## src/rtl/dp_alu_pkg.sv

```systemverilog
package dp_alu_pkg;

  typedef enum logic [2:0] {
    LG_AND, LG_EOR, LG_ORR, LG_BIC, LG_MOV, LG_MVN
  } logicSel_e;

  typedef enum logic [1:0] {
    CIN_ZERO, CIN_ONE, CIN_FLAG
  } carrySel_e;

  typedef struct packed {
    logic      isLogic;
    logic      isCompare;
    logic      swapOps;
    logic      invertRhs;
    carrySel_e cinSel;
    logicSel_e logicSel;
  } aluCtrl_t;

  localparam int FLAG_N = 3;
  localparam int FLAG_Z = 2;
  localparam int FLAG_C = 1;
  localparam int FLAG_V = 0;

endpackage

```

## src/rtl/dp_alu_ctrl.sv

```systemverilog
module dp_alu_ctrl
  import dp_alu_pkg::*;
#(
  parameter int IDX_W  = 4,
  parameter int PC_IDX = 15
) (
  input  logic             clk,
  input  logic             rstN,
  input  logic             inValid,
  input  logic [3:0]       opcode,
  input  logic             setFlags,
  input  logic [IDX_W-1:0] destIdx,
  output aluCtrl_t         ctrl,
  output logic             regWr,
  output logic             pcWr,
  output logic             statusLd
);

  logic destIsPc;
  assign destIsPc = (destIdx == IDX_W'(PC_IDX));

  always_comb begin
    ctrl = '{isLogic: 1'b0, isCompare: 1'b0, swapOps: 1'b0, invertRhs: 1'b0,
             cinSel: CIN_ZERO, logicSel: LG_AND};
    unique case (opcode)
      4'h0: begin ctrl.isLogic = 1'b1; ctrl.logicSel = LG_AND; end
      4'h1: begin ctrl.isLogic = 1'b1; ctrl.logicSel = LG_EOR; end
      4'h2: begin ctrl.invertRhs = 1'b1; ctrl.cinSel = CIN_ONE; end
      4'h3: begin ctrl.invertRhs = 1'b1; ctrl.cinSel = CIN_ONE; ctrl.swapOps = 1'b1; end
      4'h4: ctrl.cinSel = CIN_ZERO;
      4'h5: ctrl.cinSel = CIN_FLAG;
      4'h6: begin ctrl.invertRhs = 1'b1; ctrl.cinSel = CIN_FLAG; end
      4'h7: begin ctrl.invertRhs = 1'b1; ctrl.cinSel = CIN_FLAG; ctrl.swapOps = 1'b1; end
      4'h8: begin ctrl.isLogic = 1'b1; ctrl.isCompare = 1'b1; ctrl.logicSel = LG_AND; end
      4'h9: begin ctrl.isLogic = 1'b1; ctrl.isCompare = 1'b1; ctrl.logicSel = LG_EOR; end
      4'hA: begin ctrl.isCompare = 1'b1; ctrl.invertRhs = 1'b1; ctrl.cinSel = CIN_ONE; end
      4'hB: begin ctrl.isCompare = 1'b1; ctrl.cinSel = CIN_ZERO; end
      4'hC: begin ctrl.isLogic = 1'b1; ctrl.logicSel = LG_ORR; end
      4'hD: begin ctrl.isLogic = 1'b1; ctrl.logicSel = LG_MOV; end
      4'hE: begin ctrl.isLogic = 1'b1; ctrl.logicSel = LG_BIC; end
      default: begin ctrl.isLogic = 1'b1; ctrl.logicSel = LG_MVN; end
    endcase
  end

  assign regWr    = inValid && !ctrl.isCompare && !destIsPc;
  assign pcWr     = inValid && !ctrl.isCompare && destIsPc;
  assign statusLd = inValid && setFlags && destIsPc;

  // the two write strobes never fire together
  always_comb begin
    a_r8_one_writer: assert (!(regWr && pcWr));
  end

  // a compare opcode never produces a write strobe
  a_r4_ctrl_compare: assert property (@(posedge clk) disable iff (!rstN)
    (inValid && opcode[3:2] == 2'b10) |-> (!regWr && !pcWr));

endmodule

```

## src/rtl/dp_alu_datapath.sv

```systemverilog
module dp_alu_datapath
  import dp_alu_pkg::*;
#(
  parameter int DATA_W = 32
) (
  input  logic              clk,
  input  logic              rstN,
  input  aluCtrl_t          ctrl,
  input  logic              setFlags,
  input  logic              statusLd,
  input  logic [DATA_W-1:0] operandA,
  input  logic [DATA_W-1:0] operandB,
  input  logic              shiftCarry,
  input  logic [3:0]        flagsIn,
  output logic [DATA_W-1:0] value,
  output logic [3:0]        nextFlags
);

  logic [DATA_W-1:0] lhs, rhs, rhsEff, logicVal;
  logic [DATA_W:0]   sumWide;
  logic              carryIn, addCarry, addOvf;

  assign lhs    = ctrl.swapOps ? operandB : operandA;
  assign rhs    = ctrl.swapOps ? operandA : operandB;
  assign rhsEff = ctrl.invertRhs ? ~rhs : rhs;

  always_comb begin
    unique case (ctrl.cinSel)
      CIN_ONE:  carryIn = 1'b1;
      CIN_FLAG: carryIn = flagsIn[FLAG_C];
      default:  carryIn = 1'b0;
    endcase
  end

  assign sumWide  = {1'b0, lhs} + {1'b0, rhsEff} + {{DATA_W{1'b0}}, carryIn};
  assign addCarry = sumWide[DATA_W];
  assign addOvf   = (lhs[DATA_W-1] == rhsEff[DATA_W-1]) &&
                    (sumWide[DATA_W-1] != lhs[DATA_W-1]);

  always_comb begin
    unique case (ctrl.logicSel)
      LG_AND:  logicVal = operandA & operandB;
      LG_EOR:  logicVal = operandA ^ operandB;
      LG_ORR:  logicVal = operandA | operandB;
      LG_BIC:  logicVal = operandA & ~operandB;
      LG_MOV:  logicVal = operandB;
      default: logicVal = ~operandB;
    endcase
  end

  assign value = ctrl.isLogic ? logicVal : sumWide[DATA_W-1:0];

  always_comb begin
    nextFlags = flagsIn;
    if (setFlags) begin
      if (statusLd) begin
        nextFlags = value[DATA_W-1 -: 4];
      end else begin
        nextFlags[FLAG_N] = value[DATA_W-1];
        nextFlags[FLAG_Z] = (value == '0);
        nextFlags[FLAG_C] = ctrl.isLogic ? shiftCarry : addCarry;
        nextFlags[FLAG_V] = ctrl.isLogic ? flagsIn[FLAG_V] : addOvf;
      end
    end
  end

  // a normal update reports the zero condition of the value
  a_r11_zero_flag: assert property (@(posedge clk) disable iff (!rstN)
    (setFlags && !statusLd) |-> (nextFlags[FLAG_Z] == (value == '0)));

endmodule

```

## src/rtl/dp_alu_top.sv

```systemverilog
module dp_alu_top
  import dp_alu_pkg::*;
#(
  parameter int DATA_W = 32,
  parameter int IDX_W  = 4,
  parameter int PC_IDX = 15
) (
  input  logic              clk,
  input  logic              rstN,
  input  logic              inValid,
  input  logic [3:0]        opcode,
  input  logic              setFlags,
  input  logic [IDX_W-1:0]  destIdx,
  input  logic [DATA_W-1:0] operandA,
  input  logic [DATA_W-1:0] operandB,
  input  logic              shiftCarry,
  input  logic [3:0]        flagsIn,
  output logic              outValid,
  output logic [DATA_W-1:0] resultOut,
  output logic              regWrEn,
  output logic              pcWrEn,
  output logic              statusLoad,
  output logic [3:0]        flagsOut
);

  aluCtrl_t          ctrl;
  logic              regWr, pcWr, statusLd;
  logic [DATA_W-1:0] value;
  logic [3:0]        nextFlags;

  dp_alu_ctrl #(.IDX_W(IDX_W), .PC_IDX(PC_IDX)) uCtrl (
    .clk(clk), .rstN(rstN), .inValid(inValid), .opcode(opcode),
    .setFlags(setFlags), .destIdx(destIdx), .ctrl(ctrl),
    .regWr(regWr), .pcWr(pcWr), .statusLd(statusLd)
  );

  dp_alu_datapath #(.DATA_W(DATA_W)) uPath (
    .clk(clk), .rstN(rstN), .ctrl(ctrl), .setFlags(setFlags),
    .statusLd(statusLd), .operandA(operandA), .operandB(operandB),
    .shiftCarry(shiftCarry), .flagsIn(flagsIn),
    .value(value), .nextFlags(nextFlags)
  );

  always_ff @(posedge clk) begin
    if (!rstN) begin
      outValid   <= 1'b0;
      resultOut  <= '0;
      regWrEn    <= 1'b0;
      pcWrEn     <= 1'b0;
      statusLoad <= 1'b0;
      flagsOut   <= '0;
    end else begin
      outValid   <= inValid;
      regWrEn    <= regWr;
      pcWrEn     <= pcWr;
      statusLoad <= statusLd;
      if (inValid) begin
        resultOut <= value;
        flagsOut  <= nextFlags;
      end
    end
  end

  // valid follows the request by one cycle
  a_r1_valid_pipe: assert property (@(posedge clk) disable iff (!rstN)
    1'b1 |=> (outValid == $past(inValid)));

  // compares never write back
  a_r4_no_writeback: assert property (@(posedge clk) disable iff (!rstN)
    (inValid && opcode[3:2] == 2'b10) |=> (!regWrEn && !pcWrEn));

  // flags hold when set-flags is low
  a_r10_hold_flags: assert property (@(posedge clk) disable iff (!rstN)
    (inValid && !setFlags) |=> (flagsOut == $past(flagsIn) && !statusLoad));

  // status load copies the top result bits
  a_r9_status_copy: assert property (@(posedge clk) disable iff (!rstN)
    (inValid && setFlags && destIdx == IDX_W'(PC_IDX)) |=>
      (statusLoad && flagsOut == resultOut[DATA_W-1 -: 4]));

  // logical updates keep V
  a_r5_logic_keeps_v: assert property (@(posedge clk) disable iff (!rstN)
    (inValid && setFlags && destIdx != IDX_W'(PC_IDX) &&
     (opcode inside {4'h0, 4'h1, 4'h8, 4'h9, 4'hC, 4'hD, 4'hE, 4'hF})) |=>
      (flagsOut[FLAG_V] == $past(flagsIn[FLAG_V]) &&
       flagsOut[FLAG_C] == $past(shiftCarry)));

  // write strobes are exclusive
  a_r8_exclusive: assert property (@(posedge clk) disable iff (!rstN)
    !(regWrEn && pcWrEn));

endmodule

```

## config.mk

```make
export PLATFORM = sky130hd
export DESIGN_NAME = dp_alu_top
export DESIGN_NICKNAME = d
export VERILOG_FILES = /design/src/rtl/dp_alu_pkg.sv /design/src/rtl/dp_alu_ctrl.sv /design/src/rtl/dp_alu_datapath.sv /design/src/rtl/dp_alu_top.sv
export SDC_FILE = /design/constraint.sdc
export NUM_CORES = 1
export LEC_CHECK = 0
export BUFFER_PORTS_ARGS = -buffer_cell sky130_fd_sc_hd__buf_2
export CAP_MARGIN = 0
export CORE_ASPECT_RATIO = 1.25
export CORE_MARGIN = 1.5
export CORE_UTILIZATION = 50
export DETAILED_ROUTE_END_ITERATION = 8
export PLACE_DENSITY_LB_ADDON = 0.12
export SYNTH_ARGS = -nofsm -noshare
export SYNTH_HDL_FRONTEND = slang
export SYNTH_SLANG_ARGS = --single-unit
```

## constraint.sdc

```tcl
create_clock -name clk -period 4.95 [get_ports clk]
set_input_delay 0.495 -clock clk [delete_from_list [all_inputs] [get_ports clk]]
set_output_delay 0.495 -clock clk [all_outputs]
set_load 0.02 [all_outputs]
```

After elaboration in Yosys (flattened, before gate mapping):

Cells that the tools add are included.

* bitwise gates (word level): 6
* muxes and demuxes: 15
* add/sub/neg operators: 2
* $lt $le $gt $ge: 0
* reductions and logical operators: 19
* divide/modulo/power cells: 0
* equality and inequality tests: 23
* shifts and indexed selects: 0
* multiply operators: 0

Operator list (count)
* $pmux 32 s5: 1
* $mux 32: 4
* $and 32x32->32: 2
* $not 32->32: 2
* $add 32x32->33: 1
* $add 33x1->33: 1
* $eq 4x4->1 const B: 8
* $logic_not 32->1: 1
* $or 32x32->32: 1
* $xor 32x32->32: 1
* $eq 4x3->1 const B: 4
* $pmux 3 s5: 1
* $reduce_or 10->1: 1
* $eq 4x2->1 const B: 2
* $reduce_or 8->1: 1
* $eq 3x2->1 const B: 2
* $logic_and 1x1->1: 6
* $reduce_or 3->1: 2
* $mux 1: 5
* $reduce_or 5->1: 1
* $eq 4x1->1 const B: 1
* $logic_not 4->1: 1
* $mux 4: 1
* $pmux 2 s2: 1
* other kinds (12): 14

* bits in read-only memories: 0
* memory bits (writable): 0
* memories: 0
* output and inout bits: 40
* bits in latches: 0
* register bits: 40
* word-level logic and storage cells: 71

Depth between registers and ports, before layout:

* depth in word-level cells: 13
* depth in mapped cells: 22
* mapped depth without buffers: 19

Modules after synthesis:

A second synthesis with hierarchy kept.

* cell total of the unflattened synthesis: 1022
* area total of the unflattened synthesis: 7181.9 um2

By module, submodules not included
* dp_alu_datapath: area an instance 5565.3 um2, cells each 879, sequential area each 0.0 um2, times used 1
* dp_alu_top: area an instance 1497.7 um2, cells each 124, sequential area each 800.8 um2, times used 1
* dp_alu_ctrl: area an instance 118.9 um2, cells each 19, sequential area each 0.0 um2, times used 1

Worst setup path before layout:

OpenSTA, ideal clock, no wires.

* path kind: input -> register
* from: in opcode[2]
* to: reg flagsOut[2]
* arrival: 4.551 ns
* stages: 21
* setup slack: 0.340 ns
* data required time: 4.892 ns
* library setup time: 0.058 ns
* cells stage by stage: buf_2 buf_2 buf_2 buf_2 o21ai_0 nand2_1 buf_1 xnor2_1 fa_1 inv_1 fa_1 a211oi_2 o211ai_1 nand4_1 a31oi_1 nand2b_1 a211o_1 a31oi_1 nor4bb_1 nand4_1 nand2_1

* cells in the longest elaborated chain, start to end: 12

Ends and longest elaborated chain
* start: declaration: RTL line dp_alu_top.sv:11 `input logic [3:0] opcode,`
* $eq 4x2->1 or $eq 4x3->1 (tied branches): RTL line dp_alu_ctrl.sv:25 `unique case (opcode)`
* $reduce_or 2->1 (no line)
* $mux 1: RTL line dp_alu_ctrl.sv:25
* $mux 32: RTL line dp_alu_datapath.sv:24 `assign rhs = ctrl.swapOps ? operandA : operandB;`
* $not 32->32: RTL line dp_alu_datapath.sv:25 `assign rhsEff = ctrl.invertRhs ? ~rhs : rhs;`
* $mux 32: RTL line dp_alu_datapath.sv:25
* $add 32x32->33: RTL line dp_alu_datapath.sv:35 `assign sumWide = {1'b0, lhs} + {1'b0, rhsEff} + {{DATA_W{1'b0}}, carryIn};`
* $add 33x1->33: RTL line dp_alu_datapath.sv:35
* $mux 32 (*): RTL line dp_alu_datapath.sv:51 `assign value = ctrl.isLogic ? logicVal : sumWide[DATA_W-1:0];`
* $logic_not 32->1: RTL line dp_alu_datapath.sv:60 `nextFlags[FLAG_Z] = (value == '0);`
* $mux 3 (*): RTL line dp_alu_datapath.sv:56 `if (statusLd) begin`
* $mux 4 (*): RTL line dp_alu_datapath.sv:55 `if (setFlags) begin`
* end signal: assignment: RTL line dp_alu_top.sv:59 `flagsOut <= nextFlags;`
* end: declaration: RTL line dp_alu_top.sv:23 `output logic [3:0] flagsOut`

Every way passes the cells marked *; elsewhere a longest branch is shown, timed or not.
A chain may end at the register's enable or synchronous reset.

Final worst setup path:

* from: in opcode[0]
* to: reg flagsOut[2]

The elaborated chain is that of the path after synthesis.

==> metrics.md <==
| Metric | Value |
|---|---|
| Outcome | complete, no violations |
| Yosys reg bits | 40 |
| Routed vias/inst | 6.27 |
| DR DRC count | 0 |
| Most used DFF post-synth | dfxtp_1 |
| Routed Antenna Nets | 0 |
| Clk buf depth | 2 |
| Initial antenna violation count | 0 |
| GRT Overall Usage | about a third |
| Root cell of the clock tree | clkbuf_16 |
| Hold path start | resultOut[18]$_SDFFE_PN0P_ |
| Cell Count, Final, Fillers Out | 1369 |
| Slew Limit Fails | 0 |
| Worst R2R Path Depth | 2 |
| Drt wl/cell | between 15 and 20 um |
| Met1 GRT Util | 46.3% |
| Critical Path AT | approximately 4.6 ns |
| CP peak stage delay | ~0.47 ns |
| CTS tree | yes |
| RSZ-0062 raised after global routing | no |
| Chip Width | between 100 and 150 um |
| Core Area | roughly 14000 sq um |
| Seq/Total Area, Yosys | between 10% and 20% |
| Vias in the first global route | roughly 7.5k |
| Post-CTS Setup Bufs | 0 |
| Async set-reset flop share out of synthesis | 0% |
| Detailed Route Iter0 Violations | ~800 |
| YS warnings | 0 |
| Adder-Cell Fraction of Synth Area | between 10% and 20% |
| Cell chain of the critical path | buf_2 > or2_1 > and2_1 > ha_1 > a21oi_1 > or2_2 > fa_1 > inv_1 > fa_1 > a211oi_2 > o211ai_1 > a21boi_1 > xor2_1 > a21oi_1 > nor4_1 > nand4_1 > nor4_1 > nand4_1 > nand2_1 |
| Gr ovfl total | 0 |
| Synth cell types | 77 |
| Dpl cells | around 1.4k |
| Leakage | ~3.8 nW |
| Fraction of the mapped netlist area in simple logic gates | around 23% |
| Cts bufs inserted | 5 |
| 1st-pass router iterations | 6 |
| Max-slew headroom | between 30% and 40% |
| R2R setup slack | roughly 4.2 ns |
| Ports | between 100 and 150 |
| Share of cells above drive strength 1 | roughly 15% |
| Num rows | 49 |
| Total power | 0.00188 W |
| Synthesized instance count | 1117 |
| Die area | about 15000 sq um |
| CP bufs+invs | 2 |
| CTS H-tree depth | 2 |
| Global Route met3 Usage | under 10% |
| Slowest-stage cell, CP | fa_1 |
| First-pass GRT wire length | 39900 um |
| Vias | between 8k and 9k |
| Worst Hold Path EP | resultOut[18]$_SDFFE_PN0P_ |
| Fillers | 1507 |
| Post-synthesis mux area share | 2.10% |
| Biggest area consumer among synthesized cells | ha_1 |
| RR Endpoint | resultOut[16]$_SDFFE_PN0P_ |
| Routed WL | around 26000 um |
| CP Class | input pin to register |
| Hold path depth | 2 |
| Top-area cell type share of the netlist area | around 11% |
| WHS | between 0.4 and 0.5 ns |
| Register area | ~800 sq um |
| R2r startpoint | resultOut[16]$_SDFFE_PN0P_ |
| Main combinational cell family by area after synthesis | compound AO/OA/AOI/OAI gates |
| Clock latency on the worst-skew pair | about 0.28 ns |
| Pwr Density | roughly 230 nW/um^2 |
| CP top delay family | simple AND/OR/NAND/NOR gates |
| Setup TNS | 0 ns |
| Post-cts hold buffer count | 0 |
| Worst Max-Slew Pin Slew | approximately 0.99 ns |
| Clock transition at the registers of the reported paths | about 0.06 ns |
| Footprint of the multi-input gates | approximately 6000 sq um |
| Post-cts resize count | 0 |
| Post-synthesis compound-gate area fraction | 37.8% |
| Startpoint Class | input pin |
| Final nets | 1338 |
| Die Span Y | 138 um |
| Port bufs | 120 |
| XOR/XNOR share of the synthesized area | about 5.8% |
| Area contributors post-synth | ha_1, dfxtp_1, a21oi_1, o21ai_0, nor2_1 |
| Synthesized area per cell | 6.52 sq um |
| Antenna diodes | 0 |
| Global-route layer with the greatest usage | met2 |
| Syn Std Cell Area | approximately 7300 sq um |
| Setup Skew | 0 ns |
| Largest net degree at the start of global routing | 73 |
| Clock sink count | 40 |
| CP Capture Type | register |
| VDD IR max | between 0.4 and 0.5 mV |
| EDFF count, synth | 0 |
| Final Hold Viols | 0 |
| Final period util | approximately nine tenths |
| Max Cap Violations | 0 |
| DP Wirelength | around 20000 um |
| Post-synth top cells | a21oi_1, nor2_1, nand2_1, o21ai_0, inv_1 |
| GR Layer Usage met2 | approximately 52% |
| Critical Path RT | a little over 5 ns |
| Syn nets | 1265 |
| Final min period | 4.36 ns |
| # setup viols final | 0 |
| Placer congestion estimate | slightly below 1 |
| Starting Density | between 50% and 60% |
| Count leader, synth | a21oi_1 |
| Area grow syn2layout | 11.9% |
| Type of the tightest min-delay check | register to register |
| Critical Path Fanout Max | 6 |
| Fmax | approximately 230 MHz |
[cells in the final DEF (no fill, tap or decap), drive strengths merged, types with 33 or more instances in the layout]
| cell type | instances |
|---|---|
| buf | 152 |
| a21oi | 120 |
| nand2 | 119 |
| nor2 | 118 |
| o21ai | 110 |
| inv | 76 |
| ha | 65 |
| dfxtp | 40 |
| xor2 | 38 |
| nand3 | 33 |
[sequential cells by signal, indices dropped and copies added (netlist names)]
signal,count
pcWrEn,1
flagsOut,4
outValid,1
regWrEn,1
statusLoad,1
resultOut,32
[logic make-up (layout without fill, tap and decap cells)]
kind of cell / count (synthesis) / in the layout
XOR/XNOR: 48 / 48
AO/OA/AOI/OAI: 426 / 426
multiplexers: 15 / 15
flip-flops: 40 / 40
AND/OR/NAND/NOR: 359 / 359
adder cells (fa/ha/maj): 67 / 67
buffers and inverters: 162 / 236
[worst reg2reg max path, cell delays in order (launching register included)]
cell      delay, ns
dfxtp_1        0.33
nor2_1         0.05
a211oi_1       0.26
[per-layer routing]
layer	routed length [um]	part of all wire (%)
met5	0	0
met3	2190	8.5
met1	11800	46
met2	11100	43
met4	555	2.2
[worst max path at each step]
stage	slack (ns)	start	endpoint	depth (start not counted)
2_1_floorplan	0.34	opcode[2]	flagsOut[2]$_SDFFE_PN0P_	21
3_3_place_gp	0.47	opcode[0]	flagsOut[2]$_SDFFE_PN0P_	19
3_5_place_dp	0.36	opcode[0]	flagsOut[2]$_SDFFE_PN0P_	19
4_1_cts	0.66	opcode[0]	flagsOut[2]$_SDFFE_PN0P_	19
5_1_grt	0.39	opcode[0]	flagsOut[2]$_SDFFE_PN0P_	19
6_report	0.59	opcode[0]	flagsOut[2]$_SDFFE_PN0P_	19
[cell type report]
cell class	instances	share of cell area, %
multi-input cells	915	71.8
flip-flops and latches	40	9.83
well taps	178	2.73
clock inverters	2	0.123
repair buffers	152	10.3
inverters	76	3.50
clock buffers	6	1.70
[where the power goes]
group	internal, W	total (W)	switching (W)
Clock	0.000198	0.000320	0.000121
Combinational	0.000445	0.00119	0.000742
Sequential	0.000355	0.000370	0.0000152
Total	0.000999	0.00188	0.000879
[metrics by stage]
stage | setup WS, ns | utilization (%) | instance area, sq um
finish | 0.593 | 57.0 | 8150
global route | 0.391 | 57.0 | 8150
CTS | 0.662 | 57.0 | 8150
detailed placement | 0.357 | 56.0 | 8000
global placement | 0.468 | 56.0 | 8000
floorplan | 0.340 | - | 7280
Note: power is estimated with default switching activity, not from simulation.
